## config.mk

```make
export PLATFORM = sky130hd
export DESIGN_NAME = stat_group_top
export DESIGN_NICKNAME = d
export VERILOG_FILES = /design/src/rtl/stat_pkg.sv /design/src/rtl/stat_rst_sync.sv /design/src/rtl/stat_edge_qual.sv /design/src/rtl/stat_event_latch.sv /design/src/rtl/stat_host_regs.sv /design/src/rtl/stat_group_top.sv
export SDC_FILE = /design/constraint.sdc
export NUM_CORES = 1
export LEC_CHECK = 0
export BUFFER_PORTS_ARGS = -buffer_cell sky130_fd_sc_hd__buf_2
export CAP_MARGIN = 20
export CORE_MARGIN = 1
export CORE_UTILIZATION = 52
export DETAILED_ROUTE_END_ITERATION = 8
export PLACE_DENSITY = 0.77
export SLEW_MARGIN = 10
export SYNTH_ARGS = -nofsm -noshare
export SYNTH_HDL_FRONTEND = slang
export SYNTH_SLANG_ARGS = --single-unit
```

## constraint.sdc

```tcl
create_clock -name clk -period 3.52 [get_ports clk]
set_input_delay 0.704 -clock clk [delete_from_list [all_inputs] [get_ports clk]]
set_output_delay 0.704 -clock clk [all_outputs]
set_load 0.1 [all_outputs]
```

## src/rtl/stat_pkg.sv

```systemverilog
package stat_pkg;

  localparam int unsigned ADDR_W = 3;

  typedef enum logic [ADDR_W-1:0] {
    SG_COND = 3'd0,
    SG_RISE = 3'd1,
    SG_FALL = 3'd2,
    SG_EVT  = 3'd3,
    SG_MASK = 3'd4
  } sg_addr_e;

endpackage

```

## src/rtl/stat_rst_sync.sv

```systemverilog
module stat_rst_sync #(
  parameter int unsigned STAGES = 2
) (
  input  logic clk,
  input  logic rst_n,
  output logic rst_sync_n
);

  logic [STAGES-1:0] sync_q;
  logic [STAGES-1:0] sync_d;

  always_comb begin
    sync_d = {sync_q[STAGES-2:0], 1'b1};
  end

  always_ff @(posedge clk or negedge rst_n) begin
    if (!rst_n) begin
      sync_q <= '0;
    end else begin
      sync_q <= sync_d;
    end
  end

  assign rst_sync_n = sync_q[STAGES-1];

endmodule

```

## src/rtl/stat_edge_qual.sv

```systemverilog
module stat_edge_qual #(
  parameter int unsigned WIDTH = 16
) (
  input  logic             clk,
  input  logic             rst_n,
  input  logic [WIDTH-1:0] status_in,
  input  logic [WIDTH-1:0] rise_flt,
  input  logic [WIDTH-1:0] fall_flt,
  output logic [WIDTH-1:0] cond_q,
  output logic [WIDTH-1:0] hist_q,
  output logic [WIDTH-1:0] qual
);

  logic [WIDTH-1:0] cond_d;
  logic [WIDTH-1:0] hist_d;

  always_comb begin
    cond_d = status_in;
    hist_d = cond_q;
  end

  always_ff @(posedge clk or negedge rst_n) begin
    if (!rst_n) begin
      cond_q <= '0;
      hist_q <= '0;
    end else begin
      cond_q <= cond_d;
      hist_q <= hist_d;
    end
  end

  for (genvar b = 0; b < WIDTH; b++) begin : g_bit
    logic went_up;
    logic went_down;
    assign went_up   =  cond_q[b] & ~hist_q[b];
    assign went_down = ~cond_q[b] &  hist_q[b];
    assign qual[b]   = (went_up & rise_flt[b]) | (went_down & fall_flt[b]);
  end

endmodule

```

## src/rtl/stat_event_latch.sv

```systemverilog
module stat_event_latch #(
  parameter int unsigned WIDTH = 16
) (
  input  logic             clk,
  input  logic             rst_n,
  input  logic [WIDTH-1:0] qual,
  input  logic             clr,
  output logic [WIDTH-1:0] event_q
);

  logic [WIDTH-1:0] event_d;
  logic             event_ce;

  always_comb begin
    event_ce = clr | (|qual);
    if (clr) begin
      event_d = qual;
    end else begin
      event_d = event_q | qual;
    end
  end

  always_ff @(posedge clk or negedge rst_n) begin
    if (!rst_n) begin
      event_q <= '0;
    end else if (event_ce) begin
      event_q <= event_d;
    end
  end

endmodule

```

## src/rtl/stat_host_regs.sv

```systemverilog
module stat_host_regs
  import stat_pkg::*;
#(
  parameter int unsigned WIDTH = 16
) (
  input  logic              clk,
  input  logic              rst_n,
  input  logic              rd_en,
  input  logic              wr_en,
  input  logic [ADDR_W-1:0] addr,
  input  logic [WIDTH-1:0]  wdata,
  input  logic [WIDTH-1:0]  cond_q,
  input  logic [WIDTH-1:0]  event_q,
  output logic [WIDTH-1:0]  rise_q,
  output logic [WIDTH-1:0]  fall_q,
  output logic [WIDTH-1:0]  mask_q,
  output logic [WIDTH-1:0]  rdata,
  output logic              evt_clr
);

  logic             rise_ce;
  logic             fall_ce;
  logic             mask_ce;
  logic [WIDTH-1:0] rd_mux;

  always_comb begin
    rise_ce = wr_en && (addr == SG_RISE);
    fall_ce = wr_en && (addr == SG_FALL);
    mask_ce = wr_en && (addr == SG_MASK);
    evt_clr = rd_en && (addr == SG_EVT);
  end

  always_comb begin
    case (addr)
      SG_COND: rd_mux = cond_q;
      SG_RISE: rd_mux = rise_q;
      SG_FALL: rd_mux = fall_q;
      SG_EVT:  rd_mux = event_q;
      SG_MASK: rd_mux = mask_q;
      default: rd_mux = '0;
    endcase
  end

  always_ff @(posedge clk or negedge rst_n) begin
    if (!rst_n) begin
      rise_q <= '1;
    end else if (rise_ce) begin
      rise_q <= wdata;
    end
  end

  always_ff @(posedge clk or negedge rst_n) begin
    if (!rst_n) begin
      fall_q <= '0;
    end else if (fall_ce) begin
      fall_q <= wdata;
    end
  end

  always_ff @(posedge clk or negedge rst_n) begin
    if (!rst_n) begin
      mask_q <= '0;
    end else if (mask_ce) begin
      mask_q <= wdata;
    end
  end

  always_ff @(posedge clk or negedge rst_n) begin
    if (!rst_n) begin
      rdata <= '0;
    end else if (rd_en) begin
      rdata <= rd_mux;
    end
  end

endmodule

```

## src/rtl/stat_group_top.sv

```systemverilog
module stat_group_top
  import stat_pkg::*;
#(
  parameter int unsigned WIDTH = 16
) (
  input  logic              clk,
  input  logic              rst_n,
  input  logic [WIDTH-1:0]  status_in,
  input  logic              rd_en,
  input  logic              wr_en,
  input  logic [ADDR_W-1:0] addr,
  input  logic [WIDTH-1:0]  wdata,
  output logic [WIDTH-1:0]  rdata,
  output logic              summary
);

  logic             rst_sync_n;
  logic [WIDTH-1:0] cond_q;
  logic [WIDTH-1:0] hist_q;
  logic [WIDTH-1:0] qual;
  logic [WIDTH-1:0] event_q;
  logic [WIDTH-1:0] rise_q;
  logic [WIDTH-1:0] fall_q;
  logic [WIDTH-1:0] mask_q;
  logic             evt_clr;

  stat_rst_sync #(.STAGES(2)) u_rst (
    .clk        (clk),
    .rst_n      (rst_n),
    .rst_sync_n (rst_sync_n)
  );

  stat_edge_qual #(.WIDTH(WIDTH)) u_edge (
    .clk       (clk),
    .rst_n     (rst_sync_n),
    .status_in (status_in),
    .rise_flt  (rise_q),
    .fall_flt  (fall_q),
    .cond_q    (cond_q),
    .hist_q    (hist_q),
    .qual      (qual)
  );

  stat_event_latch #(.WIDTH(WIDTH)) u_evt (
    .clk     (clk),
    .rst_n   (rst_sync_n),
    .qual    (qual),
    .clr     (evt_clr),
    .event_q (event_q)
  );

  stat_host_regs #(.WIDTH(WIDTH)) u_regs (
    .clk     (clk),
    .rst_n   (rst_sync_n),
    .rd_en   (rd_en),
    .wr_en   (wr_en),
    .addr    (addr),
    .wdata   (wdata),
    .cond_q  (cond_q),
    .event_q (event_q),
    .rise_q  (rise_q),
    .fall_q  (fall_q),
    .mask_q  (mask_q),
    .rdata   (rdata),
    .evt_clr (evt_clr)
  );

  assign summary = |(event_q & mask_q);

endmodule

```

# Word level (Yosys, flattened, before mapping)

Cells that the tools add are included.
Widths: inputs -> output; s select.

Bits in writable memories: 0
Bits in read-only memories: 0
Bits of input ports: 39
Output and inout port bits: 17
Latch bits: 0
Memories kept: 0
Register bits after elaboration: 114
Logic and storage cells: 136

Reductions and logical operators: 7
Multipliers: 0
Eq/ne operators: 4
Add/subtract/negate cells: 0
Bitwise logic cells: 115
Mux-type cells: 2
Order comparisons: 0
Shift operators: 0
Div/mod/pow operators: 0

Operator list:

| kind               | count |
|---|---|
| $pmux 16 s5        | 1 |
| $and 1x1->1        | 64 |
| $not 1->1          | 32 |
| $reduce_or 16->1   | 2 |
| $or 1x1->1         | 17 |
| $and 16x16->16     | 1 |
| $mux 16            | 1 |
| $or 16x16->16      | 1 |
| $eq 3x2->1 const B | 2 |
| $logic_and 1x1->1  | 4 |
| $eq 3x1->1 const B | 1 |
| $eq 3x3->1 const B | 1 |
| $logic_not 3->1    | 1 |

# Longest topological paths before layout

Word-level depth: 6
Gate-level depth with buffers: 6
Mapped depth without buffers: 3

# Cells and area by module

Synthesis repeated with hierarchy kept, for this count alone.

Cell total of the unflattened synthesis: 398
Area total of the unflattened synthesis: 5012.3 um^2

Modules (own cells, without submodules):

| module           | cells an instance | area each (um^2) | seq. area each (um^2) | times used |
|---|---|---|---|---|
| stat_host_regs   | 272               | 3193.1           | 1621.6                | 1 |
| stat_edge_qual   | 80                | 1121.1           | 800.8                 | 1 |
| stat_event_latch | 34                | 543.0            | 400.4                 | 1 |
| stat_group_top   | 9                 | 101.3            | 0.0                   | 1 |
| stat_rst_sync    | 3                 | 53.8             | 50.0                  | 1 |

# Least setup slack after synthesis

OpenSTA, ideal clock, no wires.

Path type: flip-flop to output port
Start point: register u_evt.event_q[6]
End point: output port summary
Buffers on the path: 0
Setup slack: 1.088 ns
Arrival: 1.728 ns
Required time: 2.816 ns
Cell stages (with the launch flop): 4
Cell sequence: dfrtp_1 a22o_1 a221oi_1 nand4_1

Longest elaborated chain between the ends: 2

RTL lines:

| item                     | RTL line               | text |
|---|---|---|
| start: declaration       | stat_event_latch.sv:8  | `output logic [WIDTH-1:0] event_q` |
| start signal: assignment | stat_event_latch.sv:27 | `event_q <= event_d;` |
| $and 16x16->16           | stat_group_top.sv:68   | `assign summary = \|(event_q & mask_q);` |
| $reduce_or 16->1         | stat_group_top.sv:68   |  |
| end: declaration         | stat_group_top.sv:14   | `output logic summary` |

Every way passes these cells.

# Worst setup path in the final report

Same ends and word-level chain as after synthesis.

==> summary.txt <==
Post-synthesis sequential area ratio: 60.4%
Final Routed Wirelength: 10300 um
Static leakage: 0.00259 uW
H-tree level count: 4
Hold Crit Depth: 1
Wirelength per Cell: 19.4 um
R2r worst-path depth: 1
Pin slew with the least headroom to its limit: 859 ps
CTS tree: built
Die X-Extent: 97.6 um
Area after DPL: 5130 um2
Finish-stage setup viols: 0
Largest net degree at the start of global routing: 71
Final period util: 77.9%
HPWL Detailed: 6710 um
Crit-path max FO: 3
Clock Latency Late Sink: 510 ps
Grt peak-use layer: met2
GR Util All Layers: 24.1%
GRT met3 Usage: 7.27%
Share of cells above drive strength 1: 38.3%
Port bufs: 55
RSZ-0062 raised after global routing: no
Max frequency: 365 MHz
# diodes: 0
Post-route ant nets: 0
Post-place setup slack: 733 ps
Post-Place Cells: 498
GPL Wtd Cong: 0.819
# DRC: 4
Area growth syn-to-layout: 20.8%
Reg area: 2880 um2
Syn Area/Cell: 13.7 um2
DR vias: 3151
Syn nets: 385
Longest Clk Path Bufs: 2
Design Power: 4130 uW
Setup CP Type: flop to output pin
Core Box Area: 8810 um2
Setup ws final: 779 ps
Hold WC Path Type: input port to flop
Count of final max-slew check failures: 0
Relative slew margins: 42.7%
Grt met2 use: 38.0%
DR iter-0 viols: 170
Die Y: 97.6 um
Warnings from Yosys: 0
Clk root buf: clkbuf_8
Gr ovfl total: 0
Commonest non-fill, non-tap cell in the layout: dfrtp_1
Status: finished with violations
Synth cell types: 28
Max cap viols: 0
Multi-input gate area: 1790 um2
First-pass GRT wire length: 17200 um
Row Count: 34
Worst endpoint data arrival time: 2040 ps
Initial antenna violation count: 0
Crit. End Element: output pin
Most frequent cells in the layout: dfrtp_1, buf_2, mux2_2
Die area: 9530 um2
Initial core utilization: 54.0%
Post-cts sizing count: 0
Synthesis-stage register bit count: 114
CTS buffer count: 17
Vias per cell: 5.93
Cell Area, Synth: 4760 um2
Clk slew on worst S/H paths: 60 ps
Tmin final: 2740 ps
NumNets Final: 449
Fillers: 652
Met1 Use GR: 30.6%
Clk sink count: 114
Worst setup SP type: flop
Setup TNS: 0 ps
Fin. Hold Viols: 0
Final instance area: 5740 um2
Pre-antenna DRT Iters: 6
Pwr/cell area: 720 nW/um2
Peak VDD IR: 330 uV
Final std cells w/o fill: 531
Number of global-route vias before repair: 3281
Gate count of the mapped netlist: 346
# IOs: 56
Worst Clk Skew: 8.36 ps
Failing checks: DRC
Crit path required time: 2820 ps
-- per-stage QoR --
| step | utilization [%] | hold WS (ps) |
|---|---|---|
| after detailed placement | 58.3 | 349 |
| after floorplan | - | 331 |
| after global placement | 58.3 | 341 |
| after global routing | 65.2 | 264 |
| after CTS | 65.2 | 269 |
| final | 65.2 | 290 |
-- cells in the mapped netlist --
master	n	area, um2
dfrtp_1	98	2450
nor3_4	1	16.3
o31ai_1	1	7.51
nand2_1	34	128
nor3b_1	1	7.51
nand2_2	1	6.26
conb_1	1	3.75
o211ai_1	16	120
buf_6	2	22.5
a221oi_1	4	35.0
and2b_1	1	7.51
mux2_2	48	541
o221ai_1	15	131
a2bb2oi_1	15	131
clkbuf_1	4	15.0
and4bb_1	1	12.5
a22o_1	4	35.0
nand3b_1	18	135
o32a_1	1	10.0
nand4_1	1	6.26
nor3_1	1	5.00
mux2i_1	32	320
dfstp_2	16	420
nand4b_1	1	8.76
nor4bb_1	1	10.0
buf_2	9	45.0
buf_4	4	30.0
nand2b_1	15	93.8
-- logic make-up after synthesis --
group,count (synthesis),share of synthesized area (%)
buffers and inverters,19,2.37
other,1,0.0788
flip-flops,114,60.4
AO/OA/AOI/OAI,56,9.89
AND/OR/NAND/NOR,76,9.18
multiplexers,80,18.1
-- repair_timing --
| action | in CTS | in global routing |
|---|---|---|
| setup buffers | 0 | 0 |
| endpoints found under the hold margin | 2 | 0 |
| hold buffers | 1 | 0 |
-- where the power goes --
group          switching (uW)  leakage, uW  internal (uW)
sequential                197      0.00132           1560
clock                     599     0.000292           1120
combinational             400     0.000978            265
-- routing by layer --
metal | vias up | wire length [um]
li1 | 1416 | -
met1 | 1630 | 4360
met2 | 87 | 5120
met3 | 18 | 574
met4 | 0 | 231
met5 | - | 0
-- area by class of cell --
class / instances / share of cell area, %
Clock buffer: 20 / 7.75
Clock inverter: 12 / 2.70
Multi-Input combinational cell: 213 / 31.1
Sequential cell: 114 / 50.1
Tap cell: 108 / 2.35
Timing Repair Buffer: 64 / 6.01
-- registers in the layout, indices dropped and copies added, names as in the netlist --
signal         count
u_regs.mask_q     16
u_regs.fall_q     16
u_regs.rdata      16
u_evt.event_q     16
u_rst.sync_q       2
u_edge.hist_q     16
u_regs.rise_q     16
u_edge.cond_q     16
-- final timing paths --
| path | start | end | slack [ps] |
|---|---|---|---|
| worst max-delay path | u_evt.event_q[6]$_DFFE_PN0P_ | summary | 780 |
| worst min-delay path | status_in[10] | u_edge.cond_q[10]$_DFF_PN0_ | 290 |
| worst max register to register | u_rst.sync_q[1]$_DFF_PN0_ | u_regs.rise_q[3]$_DFFE_PN1P_ | 2180 |
| worst min register to register | u_rst.sync_q[0]$_DFF_PN0_ | u_rst.sync_q[1]$_DFF_PN0_ | 360 |
| max in group asynchronous | u_rst.sync_q[1]$_DFF_PN0_ | u_regs.rise_q[3]$_DFFE_PN1P_ | 2180 |
| min in group asynchronous | u_rst.sync_q[1]$_DFF_PN0_ | u_edge.cond_q[1]$_DFF_PN0_ | 450 |
-- critical path: stages, from the launching register on --
cell      delay (ps)
dfrtp_1          390
a22o_1           240
a221oi_1         380
nand4_1          180
buf_2            330
Note: power is estimated with default switching activity, not from simulation.
